`config.mk`:
```
export PLATFORM = sky130hd
export DESIGN_NAME = ffemu_top
export DESIGN_NICKNAME = d
export VERILOG_FILES = /design/src/rtl/ffemu_pkg.sv /design/src/rtl/ffemu_clk_edge.sv /design/src/rtl/ffemu_widen.sv /design/src/rtl/ffemu_hist.sv /design/src/rtl/ffemu_top.sv
export SDC_FILE = /design/constraint.sdc
export NUM_CORES = 1
export LEC_CHECK = 0
export BUFFER_PORTS_ARGS = -buffer_cell sky130_fd_sc_hd__buf_2
export CAP_MARGIN = 20
export CORE_ASPECT_RATIO = 0.5
export CORE_MARGIN = 1.5
export CORE_UTILIZATION = 40
export CTS_BUF_LIST = sky130_fd_sc_hd__clkbuf_16
export CTS_CLUSTER_DIAMETER = 100
export DETAILED_ROUTE_END_ITERATION = 8
export PLACE_DENSITY = 0.72
export SLEW_MARGIN = 20
export SYNTH_ARGS = -nofsm -noshare
export SYNTH_HDL_FRONTEND = slang
export SYNTH_SLANG_ARGS = --single-unit
export TNS_END_PERCENT = 20
```
`constraint.sdc`:
```
create_clock -name gclk -period 2 [get_ports gclk]
set_input_delay 0.3 -clock gclk [delete_from_list [all_inputs] [get_ports gclk]]
set_output_delay 0.3 -clock gclk [all_outputs]
set_load 0.1 [all_outputs]
```
`src/rtl/ffemu_pkg.sv`:
```
// Shared configuration types for the flip-flop emulator.
package ffemu_pkg;

    // How the emulated element stores its value.
    typedef enum logic [1:0] {
        STORE_PLAIN = 2'd0,   // plain register on the global clock
        STORE_EDGE  = 2'd1,   // edge-triggered on the sampled user clock
        STORE_LATCH = 2'd2    // level-sensitive latch on the enable
    } store_mode_e;

    // Which asynchronous controls overlay the stored value.
    typedef enum logic [1:0] {
        ASYNC_NONE   = 2'd0,
        ASYNC_RESET  = 2'd1,
        ASYNC_SETCLR = 2'd2
    } async_kind_e;

endpackage

```
`src/rtl/ffemu_clk_edge.sv`:
```
// Finds active edges of a user clock sampled on the global clock.
// Assumes uclk is synchronous to gclk. The delayed copy starts at the
// active level, so no edge is reported in the first tick after reset.
module ffemu_clk_edge #(
    parameter bit POL = 1'b1
) (
    input  logic gclk,
    input  logic rst_n,
    input  logic uclk,
    output logic edge_o
);

    logic past_clk;
    logic chk_armed;

    // Keep the previous-tick sample of the user clock.
    always_ff @(posedge gclk) begin
        if (!rst_n) past_clk <= POL;
        else        past_clk <= uclk;
    end

    // Select the (previous, current) pattern that counts as active.
    generate
        if (POL) begin : g_rise
            assign edge_o = ~past_clk & uclk;
        end else begin : g_fall
            assign edge_o = past_clk & ~uclk;
        end
    endgenerate

    // Mark ticks whose $past values were sampled after reset.
    always_ff @(posedge gclk) begin
        if (!rst_n) chk_armed <= 1'b0;
        else        chk_armed <= 1'b1;
    end

    AST_EDGE_IS_CHANGE: assert property (@(posedge gclk) disable iff (!rst_n || !chk_armed)
        edge_o |-> (uclk == POL) && (uclk != $past(uclk)))
        else $error("edge without matching uclk change");

endmodule

```
`src/rtl/ffemu_widen.sv`:
```
// Stretches asynchronous controls by one global tick and normalises
// them to active high. Assumes ctl_i is synchronous to gclk.
module ffemu_widen #(
    parameter int WIDTH = 1,
    parameter bit POL   = 1'b1
) (
    input  logic             gclk,
    input  logic             rst_n,
    input  logic [WIDTH-1:0] ctl_i,
    output logic [WIDTH-1:0] act_o
);

    localparam logic [WIDTH-1:0] IDLE = POL ? '0 : '1;

    logic [WIDTH-1:0] past_ctl;
    logic             chk_armed;

    // Hold the previous-tick control sample, starting inactive.
    always_ff @(posedge gclk) begin
        if (!rst_n) past_ctl <= IDLE;
        else        past_ctl <= ctl_i;
    end

    // Combine current and delayed samples into an active-high result.
    generate
        if (POL) begin : g_high
            assign act_o = ctl_i | past_ctl;
        end else begin : g_low
            assign act_o = ~(ctl_i & past_ctl);
        end
    endgenerate

    // Mark ticks whose $past values were sampled after reset.
    always_ff @(posedge gclk) begin
        if (!rst_n) chk_armed <= 1'b0;
        else        chk_armed <= 1'b1;
    end

    AST_STRETCH_COVERS: assert property (@(posedge gclk) disable iff (!rst_n || !chk_armed)
        (((POL ? $past(ctl_i) : ~$past(ctl_i)) & ~act_o) == '0))
        else $error("stretched control dropped a previous assertion");

endmodule

```
`src/rtl/ffemu_hist.sv`:
```
// Keeps one-tick-delayed copies of the data input and emulated output.
// Both copies start at the initial value on the synchronous reset.
module ffemu_hist #(
    parameter int               WIDTH    = 8,
    parameter logic [WIDTH-1:0] INIT_VAL = '0
) (
    input  logic             gclk,
    input  logic             rst_n,
    input  logic [WIDTH-1:0] d_i,
    input  logic [WIDTH-1:0] q_i,
    output logic [WIDTH-1:0] past_d_o,
    output logic [WIDTH-1:0] past_q_o
);

    // Register data and output history on every global tick.
    always_ff @(posedge gclk) begin
        if (!rst_n) begin
            past_d_o <= INIT_VAL;
            past_q_o <= INIT_VAL;
        end else begin
            past_d_o <= d_i;
            past_q_o <= q_i;
        end
    end

endmodule

```
`src/rtl/ffemu_top.sv`:
```
// Emulates a flip-flop or latch with optional asynchronous controls
// using only registers on the global clock gclk. All inputs, including
// uclk, are assumed synchronous to gclk. q is combinational from the
// history registers and the current controls.
module ffemu_top
    import ffemu_pkg::*;
#(
    parameter int               WIDTH    = 8,
    parameter store_mode_e      MODE     = STORE_EDGE,
    parameter async_kind_e      ASYNC    = ASYNC_SETCLR,
    parameter bit               CLK_POL  = 1'b1,
    parameter bit               EN_POL   = 1'b1,
    parameter bit               ARST_POL = 1'b1,
    parameter bit               SET_POL  = 1'b1,
    parameter bit               CLR_POL  = 1'b1,
    parameter logic [WIDTH-1:0] RST_VAL  = '0,
    parameter logic [WIDTH-1:0] INIT_VAL = '0
) (
    input  logic             gclk,
    input  logic             rst_n,
    input  logic             uclk,
    input  logic [WIDTH-1:0] d,
    input  logic             en,
    input  logic             arst,
    input  logic [WIDTH-1:0] set,
    input  logic [WIDTH-1:0] clr,
    output logic [WIDTH-1:0] q
);

    logic             clk_edge;
    logic             en_w;
    logic             arst_w;
    logic [WIDTH-1:0] set_w;
    logic [WIDTH-1:0] clr_w;
    logic [WIDTH-1:0] past_d;
    logic [WIDTH-1:0] past_q;
    logic [WIDTH-1:0] qval;
    logic             quiet;
    logic             chk_armed;
    logic             unused_sink;

    ffemu_clk_edge #(.POL(CLK_POL)) u_edge (
        .gclk(gclk), .rst_n(rst_n), .uclk(uclk), .edge_o(clk_edge)
    );

    ffemu_widen #(.WIDTH(1), .POL(EN_POL)) u_en_w (
        .gclk(gclk), .rst_n(rst_n), .ctl_i(en), .act_o(en_w)
    );

    ffemu_widen #(.WIDTH(1), .POL(ARST_POL)) u_arst_w (
        .gclk(gclk), .rst_n(rst_n), .ctl_i(arst), .act_o(arst_w)
    );

    ffemu_widen #(.WIDTH(WIDTH), .POL(SET_POL)) u_set_w (
        .gclk(gclk), .rst_n(rst_n), .ctl_i(set), .act_o(set_w)
    );

    ffemu_widen #(.WIDTH(WIDTH), .POL(CLR_POL)) u_clr_w (
        .gclk(gclk), .rst_n(rst_n), .ctl_i(clr), .act_o(clr_w)
    );

    ffemu_hist #(.WIDTH(WIDTH), .INIT_VAL(INIT_VAL)) u_hist (
        .gclk(gclk), .rst_n(rst_n), .d_i(d), .q_i(q),
        .past_d_o(past_d), .past_q_o(past_q)
    );

    // Signals that a given configuration leaves unused are gathered here.
    assign unused_sink = ^{clk_edge, en_w, arst_w, set_w, clr_w, past_d, past_q, qval, quiet};

    // Mark ticks whose $past values were sampled after reset.
    always_ff @(posedge gclk) begin
        if (!rst_n) chk_armed <= 1'b0;
        else        chk_armed <= 1'b1;
    end

    // Pick the stored value for the selected storage style.
    generate
        if (MODE == STORE_EDGE) begin : g_edge
            assign qval = clk_edge ? past_d : past_q;
        end else if (MODE == STORE_LATCH) begin : g_latch
            assign qval = en_w ? d : past_q;
        end else begin : g_plain
            assign qval = past_d;
        end
    endgenerate

    // Overlay the stretched asynchronous controls and drive the output.
    generate
        if (ASYNC == ASYNC_SETCLR) begin : g_sc
            assign quiet = (set_w == '0) && (clr_w == '0);
        end else if (ASYNC == ASYNC_RESET) begin : g_rs
            assign quiet = ~arst_w;
        end else begin : g_na
            assign quiet = 1'b1;
        end

        if (MODE == STORE_PLAIN) begin : g_out_plain
            assign q = qval;
        end else if (ASYNC == ASYNC_SETCLR) begin : g_out_sc
            assign q = (qval | set_w) & ~clr_w;
        end else if (ASYNC == ASYNC_RESET) begin : g_out_rs
            assign q = arst_w ? RST_VAL : qval;
        end else begin : g_out_na
            assign q = qval;
        end
    endgenerate

    // Properties tied to the selected configuration.
    generate
        if (MODE == STORE_EDGE) begin : g_chk_edge
            AST_EDGE_LOADS_DATA: assert property (@(posedge gclk) disable iff (!rst_n || !chk_armed)
                (clk_edge && quiet) |-> (q == $past(d)))
                else $error("edge did not load previous data");
            AST_NO_EDGE_HOLDS: assert property (@(posedge gclk) disable iff (!rst_n || !chk_armed)
                (!clk_edge && quiet) |-> (q == $past(q)))
                else $error("output changed without an edge");
        end
        if (MODE == STORE_LATCH) begin : g_chk_latch
            AST_LATCH_FOLLOWS: assert property (@(posedge gclk) disable iff (!rst_n || !chk_armed)
                ((EN_POL ? en : ~en) && quiet) |-> (q == d))
                else $error("open latch not transparent");
        end
        if (MODE == STORE_PLAIN) begin : g_chk_plain
            AST_PLAIN_DELAY: assert property (@(posedge gclk) disable iff (!rst_n || !chk_armed)
                q == $past(d))
                else $error("plain mode is not a one-tick delay");
        end
        if (MODE != STORE_PLAIN && ASYNC == ASYNC_SETCLR) begin : g_chk_sc
            AST_CLEAR_WINS: assert property (@(posedge gclk) disable iff (!rst_n)
                (q & (CLR_POL ? clr : ~clr)) == '0)
                else $error("active clear bit reads 1");
            AST_SET_FORCES: assert property (@(posedge gclk) disable iff (!rst_n)
                ((SET_POL ? set : ~set) & ~clr_w & ~q) == '0)
                else $error("active set bit reads 0");
        end
        if (MODE != STORE_PLAIN && ASYNC == ASYNC_RESET) begin : g_chk_rs
            AST_RESET_FORCES: assert property (@(posedge gclk) disable iff (!rst_n)
                (ARST_POL ? arst : ~arst) |-> (q == RST_VAL))
                else $error("active reset did not force value");
        end
    endgenerate

endmodule

```
======== After elaboration in Yosys (flattened, before gate mapping) ========
Cells that the tools add are included.
word-level totals
  register bits ........................... 33
  input port bits ......................... 29
  word-level logic and storage cells ...... 13
  output and inout bits ................... 8
cells by class
  bitwise gates (word level) .............. 7
  mux-type cells .......................... 1
operators with widths
  operator       number
  $or A8 B8 Y8   3
  $and A8 B8 Y8  1
  $mux W8        1
  $not A8 Y8     1
  $and A1 B1 Y1  1
  $not A1 Y1     1

======== Logic depth before layout (Yosys ltp) ========
Gate-level depths: netlist (run 1).
  depth in word-level cells ............... 5
  mapped depth ............................ 3

======== Cells and area by module ========
Synthesis (run 1) repeated with hierarchy kept, for this count alone.
second synthesis, totals
  cell total of the unflattened synthesis .. 109
  area total of the unflattened synthesis .. 1,168.6 µm²
modules (own cells, without submodules)
  module          area an instance (µm²)  instances  cells an instance  seq. area each (µm²)
  ffemu_widen     260.2                   2          24                 160.2
  ffemu_hist      446.7                   1          33                 320.3
  ffemu_top       161.4                   1          25                 0.0
  ffemu_clk_edge  40.0                    1          3                  20.0

======== Worst setup path after synthesis (run 1) ========
Ideal clock, no wire load.
  path type ............................... register -> output
  from .................................... reg u_edge.past_clk
  to ...................................... out q[0]
  path buffers ............................ 0
  path slack .............................. -1,014 ps
  arrival time ............................ 2,714 ps
  data required time ...................... 1,700 ps
  cell stages (with the launch flop) ...... 4
  path through ............................ dfxtp_1 nand2b_4 a2111oi_2 nor3_1
on the way
  word-level cells in the longest chain between the ends .. 5
ends and longest elaborated chain
  what                    line                  source
  from (decl)             ffemu_clk_edge.sv:13  logic past_clk;
  from (signal assigned)  ffemu_clk_edge.sv:19  else past_clk <= uclk;
  $not A1 Y1              ffemu_clk_edge.sv:25  assign edge_o = ~past_clk & uclk;
  $and A1 B1 Y1           ffemu_clk_edge.sv:25
  $mux W8                 ffemu_top.sv:79       assign qval = clk_edge ? past_d : past_q;
  $or A8 B8 Y8            ffemu_top.sv:100      assign q = (qval | set_w) & ~clr_w;
  $and A8 B8 Y8           ffemu_top.sv:100
  to (decl)               ffemu_top.sv:27       output logic [WIDTH-1:0] q
Every way passes these cells.

======== Final worst setup path (run 1) ========
  from .................................... reg u_edge.past_clk
  to ...................................... out q[7]
Same word-level chain as after synthesis.

==> results.json, run 1 <==
{
  "pwr_density_cell_nw_per_um2": 1020,
  "cts_setup_buffers": 0,
  "synth_edf_count": 0,
  "fin_skew_ns": 0.00439,
  "max_cap_viol_count": 0,
  "synth_top_cell_by_area": "dfxtp_1",
  "slew_violations": 0,
  "worst_slack_ns": 0.0480,
  "wl_per_cell_um": 11.7,
  "grt_pass1_vias": 716,
  "syn_inst": 94,
  "fin_tns_setup_ns": 0,
  "worst_pin_slew_ns": 0.429,
  "row_count": 13,
  "yosysSeqAreaShare_pct": 57.8,
  "yosys-top-cells-area": "dfxtp_1, and2_1, a2111oi_2",
  "setup_violations": 0,
  "min-delay-path-class": "in -> reg",
  "root_buffer": "clkbuf_16",
  "dpl_worst_slack_ns": 0.148,
  "place.gp.congestion": 0.737,
  "clock_path_buffers": 2,
  "synth_compound_area_share_pct": 10.5,
  "grt-ovfl-total": 0,
  "initial_core_util_pct": 43.1,
  "ir_drop_mv": 0.552,
  "core_region_area_um2": 2650,
  "fmax_ghz": 0.512,
  "synth_flop_cell": "dfxtp_1",
  "nNetsFinal": 161,
  "hold_ws_ns": 0.228,
  "maxSlewHeadroom_pct": 71.4,
  "required_ns": 1.70,
  "fill_cells": 227,
  "ys_warn_count": 0,
  "rsz0062_at_grt": "yes",
  "crit_path_start_kind": "register",
  "worst_setup_path_end_kind": "output pin",
  "worstSetupPathType": "reg -> out",
  "die_h_um": 40.8,
  "yosysUniqueCellTypes": 10,
  "synthAdderAreaFrac_pct": 0,
  "drt_wl_total_mm": 1.98,
  "numPortBuffers": 34,
  "drtAntennaViolNets": 0,
  "synth-seq-cells": 33,
  "ioPinCount": 37,
  "async_flop_share_pct": 0,
  "vias": 795,
  "cts_num_sinks": 33,
  "fin_crit_ns": 1.95,
  "avgSynthCellArea_um2": 12.2,
  "hold_viol_final": 0,
  "synth_common_cells": "dfxtp_1, and2_1, a2111oi_2, nor3_1, nor4b_1",
  "htree_levels": 2,
  "drc": 0,
  "fp.dieArea_um2": 3210,
  "die_x_um": 78.6,
  "synth_area_um2": 1140,
  "dr.pass1.iters": 3,
  "synthSimpleGateAreaFrac_pct": 30.7,
  "layout_worst_path_cycle_share_pct": 97.6,
  "drt-initial-drc-count": 26,
  "drive_gt1_share_pct": 43.9,
  "syn2layout_area_growth_pct": 37.6,
  "grtUsageTotal_pct": 13.4,
  "arrival_ns": 1.65,
  "synth_top_area_share_pct": 57.8,
  "cts_buffers": 5,
  "synth.mux.area_fraction_pct": 0,
  "diodes": 0,
  "status": "complete, no violations",
  "grt_max_degree": 34,
  "grt_pass1_wl_mm": 3.01,
  "power.leakage_nw": 0.675,
  "yosysMostFrequentCell": "dfxtp_1",
  "synth_xor_area_share_pct": 0,
  "viasPerCell": 4.70,
  "clk_latency_ns": 0.27,
  "antenna_found_initial": 0,
  "critPathMaxFanout": 9,
  "synth_top_family_by_area": "simple AND/OR/NAND/NOR gates",
  "cts_tree": "built",
  "syn-num-nets": 123,
  "clk_pin_slew_ns": 0.05
}
[path summary, 6_finish.rpt]
kind	from	end	slack [ns]	depth (start not counted)
worst max-delay path	u_edge.past_clk$_SDFF_PN1_	q[7]	0.05	4
worst min-delay path	clr[2]	u_hist.past_q_o[2]$_SDFF_PN0_	0.23	2
worst max register to register	u_edge.past_clk$_SDFF_PN1_	u_hist.past_q_o[3]$_SDFF_PN0_	0.69	3
worst min register to register	u_clr_w.past_ctl[5]$_SDFF_PN0_	u_hist.past_q_o[5]$_SDFF_PN0_	0.44	1
[per-stage QoR]
step	util [%]	cells	power [mW]	area (um2)
4_1_cts	58.9	169	1.62	1560
2_1_floorplan	-	94	0.874	1190
5_1_grt	59.4	169	1.66	1570
3_3_place_gp	52.6	162	0.929	1400
3_5_place_dp	52.6	162	0.932	1400
6_report	59.4	169	1.60	1570
[layout by cell type (no fill, tap or decap)]
master / netlist / layout
buf_2: 0 / 26
clkinv_1: 0 / 1
nor4b_1: 8 / 8
dfxtp_1: 33 / 32
and3b_1: 7 / 7
clkbuf_16: 0 / 5
nor3_2: 0 / 7
a2111oi_4: 0 / 2
a2111oi_2: 8 / 6
nand2b_1: 1 / 1
inv_1: 0 / 1
and2_1: 24 / 24
buf_4: 0 / 8
and3b_2: 1 / 1
dfxtp_2: 0 / 1
nand2b_4: 1 / 1
nor3_4: 0 / 1
[area by class of cell]
cell class	instances	area [um2]	area share (%)
timing repair buffer	34	190	12.1
sequential	33	662	42.1
multi-input combinational	58	543	34.5
clock inverter	2	7.51	0.477
clock buffer	5	125	7.95
tap	37	46.3	2.94
[repair_timing]
item / CTS / global route
setup endpoints to repair: 8 / 6
hold buffers: 0 / 0
gates resized for setup: 10 / 1
[sequential cells by signal, indices dropped and copies added, names as in the netlist]
signal / flops
u_hist.past_d_o: 8
u_clr_w.past_ctl: 8
u_set_w.past_ctl: 8
u_edge.past_clk: 1
u_hist.past_q_o: 8
[report_power, final]
part / total [mW] / leakage [nW] / switching [mW] / internal (mW)
clock network: 0.673 / 0.0685 / 0.231 / 0.442
logic: 0.217 / 0.333 / 0.142 / 0.0755
registers: 0.714 / 0.274 / 0.0184 / 0.695
[routing by layer]
metal	global-route usage, %	part of all wire [%]	vias to the layer above
met5	0	0	-
li1	-	-	415
met2	23.1	47	15
met3	5.56	4.9	2
met1	14.4	47	363
met4	9.38	1.4	0
[cells by family (layout without fill, tap and decap cells)]
group | count (synthesis) | after routing
and+or+nand+nor | 50 | 50
AOI/OAI and AO/OA | 8 | 8
buffers and inverters | 3 | 41
DFF | 33 | 33
[worst max-delay path, cell delays in order, from the launching register on]
cell	delay, ns
dfxtp_2	0.36
nand2b_4	0.23
a2111oi_2	0.48
nor3_2	0.07
buf_4	0.24
(Power assumes the default switching activity.)
==> run 2, diff against run 1 <==
--- a/config.mk
+++ b/config.mk
@@ -5,7 +5,6 @@
 export SDC_FILE = /design/constraint.sdc
 export NUM_CORES = 1
 export LEC_CHECK = 0
-export BUFFER_PORTS_ARGS = -buffer_cell sky130_fd_sc_hd__buf_2
 export CAP_MARGIN = 20
 export CORE_ASPECT_RATIO = 0.5
 export CORE_MARGIN = 1.5
@@ -13,7 +12,8 @@
 export CTS_BUF_LIST = sky130_fd_sc_hd__clkbuf_16
 export CTS_CLUSTER_DIAMETER = 100
 export DETAILED_ROUTE_END_ITERATION = 8
-export PLACE_DENSITY = 0.72
+export DONT_BUFFER_PORTS = 1
+export PLACE_DENSITY = 0.61
 export SLEW_MARGIN = 20
 export SYNTH_ARGS = -nofsm -noshare
 export SYNTH_HDL_FRONTEND = slang
==> constraint.sdc (replaced) <==
create_clock -name gclk -period 1.85 [get_ports gclk]
set_input_delay 0.2775 -clock gclk [delete_from_list [all_inputs] [get_ports gclk]]
set_output_delay 0.2775 -clock gclk [all_outputs]
set_load 0.1 [all_outputs]
==> run 2 against run 1 <==
The flow now finishes with violations (setup timing). Non-clock buffer count down 22. Critical path depth grew 1. Combinational power rose by 23%. Sequential power is 9.2% higher. Clock-buffer cell count unchanged. First-iteration DRC count rose by 23%. Setup slack got worse by 0.10 ns. Power grew 13%. Final area increased by 8.7%.
==> results.json, run 2 (synthesis results as in run 1) <==
{
  "grtUsageTotal_pct": 18.2,
  "power_frac_comb_pct": 14.6,
  "hold_viol_final": 0,
  "worst_slack_ns": -0.0536,
  "violations": "setup timing",
  "root_buffer": "clkbuf_16",
  "p_int_mw": 1.36,
  "rsz0062_at_grt": "yes",
  "core_region_area_um2": 2650,
  "power.leakage_nw": 0.652,
  "min-delay-path-class": "in -> reg",
  "die_x_um": 78.6,
  "reg2reg_slack_ns": 0.46,
  "clk_pin_slew_ns": 0.05,
  "grt-ovfl-total": 0,
  "syn2layout_area_growth_pct": 49.7,
  "grt_pass1_wl_mm": 3.99,
  "worst_setup_path_end_kind": "output pin",
  "drtAntennaViolNets": 0,
  "maxSlewHeadroom_pct": 74.0,
  "cts_num_sinks": 33,
  "whs_path_depth": 1,
  "ioPinCount": 37,
  "hp-start": "clr[2]",
  "die_h_um": 40.8,
  "drt-initial-drc-count": 32,
  "globalRouteMet3Util_pct": 7.56,
  "holdPathEnd": "u_hist.past_q_o[2]$_SDFF_PN0_",
  "grt_util_met1_pct": 18.5,
  "clk_latency_ns": 0.27,
  "vias": 775,
  "reg2reg_to": "u_hist.past_q_o[6]$_SDFF_PN0_",
  "drc": 0,
  "top_usage_layer": "met2",
  "clock_path_buffers": 2,
  "layout_commonest_cell": "dfxtp_1",
  "dr.pass1.iters": 4,
  "drive_gt1_share_pct": 34.2,
  "final_util_pct": 64.6,
  "crit_path_start_kind": "register",
  "numPortBuffers": 0,
  "fin_crit_ns": 1.90,
  "setup_violations": 7,
  "initial_core_util_pct": 43.1,
  "diodes": 0,
  "cts_buffers": 5,
  "placed_cells": 136,
  "final_cells": 148,
  "viasPerCell": 5.24,
  "hold_ws_ns": 0.0736,
  "ctsHoldBuffers": 0,
  "grt_max_degree": 34,
  "pwr_density_cell_nw_per_um2": 1060,
  "fin_tns_setup_ns": -0.173,
  "arrival_ns": 1.63,
  "row_count": 13,
  "mostFrequentLayoutCells": "dfxtp_1, and2_1, buf_12",
  "rr_startpoint": "u_edge.past_clk$_SDFF_PN1_",
  "status": "finished, violations left",
  "p_clk_share_pct": 42.5,
  "use_met2_pct": 35.1,
  "switchingPower_uw": 461,
  "p_sw_share_pct": 25.4,
  "antenna_found_initial": 0,
  "layout_worst_path_cycle_share_pct": 103,
  "worst_pin_slew_ns": 0.390,
  "cts_tree": "built",
  "max_cap_viol_count": 0,
  "fin_skew_ns": 0.00385,
  "fmax_ghz": 0.525,
  "wl_per_cell_um": 18.4,
  "reg2reg_depth": 5,
  "hpwlAfterDp_mm": 1.75,
  "power_frac_seq_pct": 42.9,
  "fp.dieArea_um2": 3210,
  "htree_levels": 2,
  "drt_wl_total_mm": 2.72,
  "critPathMaxFanout": 6,
  "nNetsFinal": 139,
  "grt_pass1_vias": 817,
  "ir_drop_mv": 0.633,
  "slew_violations": 0,
  "worstSetupPathType": "reg -> out",
  "place.gp.congestion": 0.655,
  "required_ns": 1.57
}
-- run 2: final cells by class --
type / count / area, um2
tap: 37 / 46.3
sequential: 33 / 664
multi-input combinational: 58 / 662
fill: 211 / 940
clock inverter: 3 / 13.8
clock buffer: 5 / 125
timing repair buffer: 12 / 200
-- run 2: power by group through the flow --
| stage | Combinational (mW) | Clock, mW | Sequential, mW |
|---|---|---|---|
| after global routing | 0.277 | 0.813 | 0.783 |
| final | 0.266 | 0.772 | 0.780 |
| after global placement | 0.233 | 0 | 0.785 |
| after floorplan | 0.165 | 0 | 0.780 |
| after CTS | 0.255 | 0.776 | 0.780 |
| after detailed placement | 0.239 | 0 | 0.789 |
-- run 2: routing by layer --
| metal | part of all wire [%] | vias up |
|---|---|---|
| li1 | - | 370 |
| met1 | 41 | 381 |
| met2 | 52 | 20 |
| met3 | 5.9 | 4 |
| met4 | 0.88 | 0 |
| met5 | 0 | - |
-- run 2: worst max-delay path: stages (launching register included) --
cell	delay, ns
dfxtp_4	0.36
nand2b_4	0.18
buf_4	0.17
a2111oi_4	0.40
nor3_4	0.07
buf_12	0.17
-- run 2: worst max-delay path by stage --
stage	slack, ns	from	to	cells past startpoint
finish	-0.05	u_edge.past_clk$_SDFF_PN1_	q[5]	5
global route	-0.10	u_edge.past_clk$_SDFF_PN1_	q[7]	5
CTS	-0.05	u_edge.past_clk$_SDFF_PN1_	q[1]	4
detailed placement	0.04	u_edge.past_clk$_SDFF_PN1_	q[1]	4
global placement	0.13	u_edge.past_clk$_SDFF_PN1_	q[6]	4
floorplan	-0.28	u_edge.past_clk$_SDFF_PN1_	q[1]	3
-- run 2: metrics by stage --
step | instance area (um2) | setup slack, ns | power [mW]
floorplan | 1190 | -0.278 | 0.945
detailed placement | 1430 | 0.0410 | 1.03
finish | 1710 | -0.0536 | 1.82
global route | 1710 | -0.102 | 1.87
global placement | 1430 | 0.128 | 1.02
CTS | 1670 | -0.0488 | 1.81
-- run 2: what timing repair did --
action | 4_1_cts | 5_1_grt
setup buffers | 0 | 4
pin swaps | 8 | 6
resized for setup | 10 | 0
endpoints found under the setup margin | 8 | 8
==> run 3, diff against run 2 <==
--- a/config.mk
+++ b/config.mk
@@ -14,6 +14,7 @@
 export DETAILED_ROUTE_END_ITERATION = 8
 export DONT_BUFFER_PORTS = 1
 export PLACE_DENSITY = 0.61
+export SETUP_SLACK_MARGIN = 0.5
 export SLEW_MARGIN = 20
 export SYNTH_ARGS = -nofsm -noshare
 export SYNTH_HDL_FRONTEND = slang
==> run 3 against run 2 <==
Final area up 1.5%. The flow now finishes without violations. Register-to-register slack about the same. Utilization is 0.99 points higher. Clock skew shrank 0.0019 ns. Hold slack better by 0.0012 ns. Setup slack gained 0.057 ns. Flip-flop and latch count stayed put. Combinational power is essentially flat. Sequential share of layout area down 0.59 points.
==> results.json, run 3 (synthesis results as in run 1) <==
{
  "status": "complete, no violations",
  "crit_family": "compound AO/OA/AOI/OAI gates",
  "slew_violations": 0,
  "core_region_area_um2": 2650,
  "viasPerCell": 5.24,
  "worst_setup_path_end_kind": "output pin",
  "max_cap_viol_count": 0,
  "arrival_ns": 1.57,
  "grt_pass1_wl_mm": 3.75,
  "power.leakage_nw": 0.659,
  "path_buf_inv": 1,
  "drtAntennaViolNets": 0,
  "initial_core_util_pct": 43.1,
  "fin_crit_ns": 1.85,
  "clock_path_buffers": 2,
  "grtUsageTotal_pct": 16.5,
  "slowest_stage": "a2111oi_4",
  "rsz0062_at_grt": "yes",
  "wl_per_cell_um": 15.4,
  "diodes": 0,
  "worstSetupPathType": "reg -> out",
  "row_count": 13,
  "crit_path_start_kind": "register",
  "grt_pass1_vias": 815,
  "maxSlewHeadroom_pct": 76.1,
  "drc": 0,
  "drive_gt1_share_pct": 35.5,
  "cts_buffers": 5,
  "root_buffer": "clkbuf_16",
  "setup_violations": 0,
  "drt_wl_total_mm": 2.27,
  "worst_slack_ns": 0.00336,
  "clk_pin_slew_ns": 0.05,
  "antenna_found_initial": 0,
  "fmax_ghz": 0.542,
  "die_h_um": 40.8,
  "hpwlAfterDp_mm": 1.62,
  "place.gp.congestion": 0.650,
  "cts_tree": "built",
  "pwr_density_cell_nw_per_um2": 1030,
  "nNetsFinal": 138,
  "fin_skew_ns": 0.00197,
  "numPortBuffers": 0,
  "fp.dieArea_um2": 3210,
  "layout_commonest_cell": "dfxtp_1",
  "critPathMaxFanout": 9,
  "layout_worst_path_cycle_share_pct": 99.8,
  "vias": 770,
  "grt_max_degree": 34,
  "critical_path.cell_chain": "nand2b_4, a2111oi_4, nor3_4, buf_12",
  "ioPinCount": 37,
  "ir_drop_mv": 0.703,
  "grt-ovfl-total": 0,
  "drt-initial-drc-count": 39,
  "dr.pass1.iters": 4,
  "dpl_worst_slack_ns": 0.162,
  "cts_num_sinks": 33,
  "syn2layout_area_growth_pct": 52.0,
  "power_mw": 1.80,
  "die_x_um": 78.6,
  "required_ns": 1.57,
  "hold_viol_final": 0,
  "worst_pin_slew_ns": 0.358,
  "htree_levels": 2,
  "min-delay-path-class": "in -> reg",
  "cp_slowest_stage_delay_ns": 0.42,
  "clk_latency_ns": 0.27,
  "mostFrequentLayoutCells": "dfxtp_1, and2_1, a2111oi_4, nor3_4, buf_12"
}
-- run 3: cell types whose count changed in the layout (fill, tap and decap cells not counted), sizes merged --
cell    before  now
clkbuf       6    5
clkinv       2    3
inv          1    0
-- run 3: layer usage --
metal	global-route usage [%]	vias to the layer above	part of all wire, %	wire length (um)
met3	8.67	4	8.5	194
met2	28.7	24	49	1110
met1	17.9	371	42	944
met4	6.70	0	0.92	21
met5	0	-	0	0
li1	-	371	-	-
-- run 3: worst paths after layout --
check / startpoint / endpoint / slack, ns / cells after the start
worst max-delay path: u_edge.past_clk$_SDFF_PN1_ / q[1] / 0.003 / 4
worst min-delay path: clr[1] / u_hist.past_q_o[1]$_SDFF_PN0_ / 0.07 / 1
worst max register to register: u_edge.past_clk$_SDFF_PN1_ / u_hist.past_q_o[1]$_SDFF_PN0_ / 0.45 / 4
worst min register to register: u_clr_w.past_ctl[7]$_SDFF_PN0_ / u_hist.past_q_o[7]$_SDFF_PN0_ / 0.49 / 1
-- run 3: power breakdown --
part	leakage, nW	switching [mW]	internal [mW]
clock	0.0687	0.264	0.485
sequential	0.274	0.0306	0.750
combinational	0.316	0.144	0.122
total	0.659	0.439	1.36
-- run 3: repair_timing --
item,CTS,global route
gates resized for setup,13,1
endpoints found under the setup margin,15,11
hold buffers,0,0
pin swaps,12,3
setup buffers,3,0
-- run 3: metrics by stage --
stage / cells / instance area [um2] / setup TNS (ns) / hold WS, ns / util, %
floorplan: 94 / 1250 / 0 / 0.350 / -
global placement: 136 / 1440 / 0 / 0.353 / 54.4
detailed placement: 136 / 1440 / 0 / 0.356 / 54.4
CTS: 147 / 1730 / -0.0268 / 0.0713 / 65.2
global route: 147 / 1740 / -0.421 / 0.0638 / 65.5
finish: 147 / 1740 / 0 / 0.0748 / 65.5
-- run 3: area by class of cell --
cell class / count / area, um2
timing repair buffer: 11 / 183
tap: 37 / 46.3
fill: 183 / 913
sequential: 33 / 664
clock buffer: 5 / 125
multi-input combinational: 58 / 707
clock inverter: 3 / 12.5
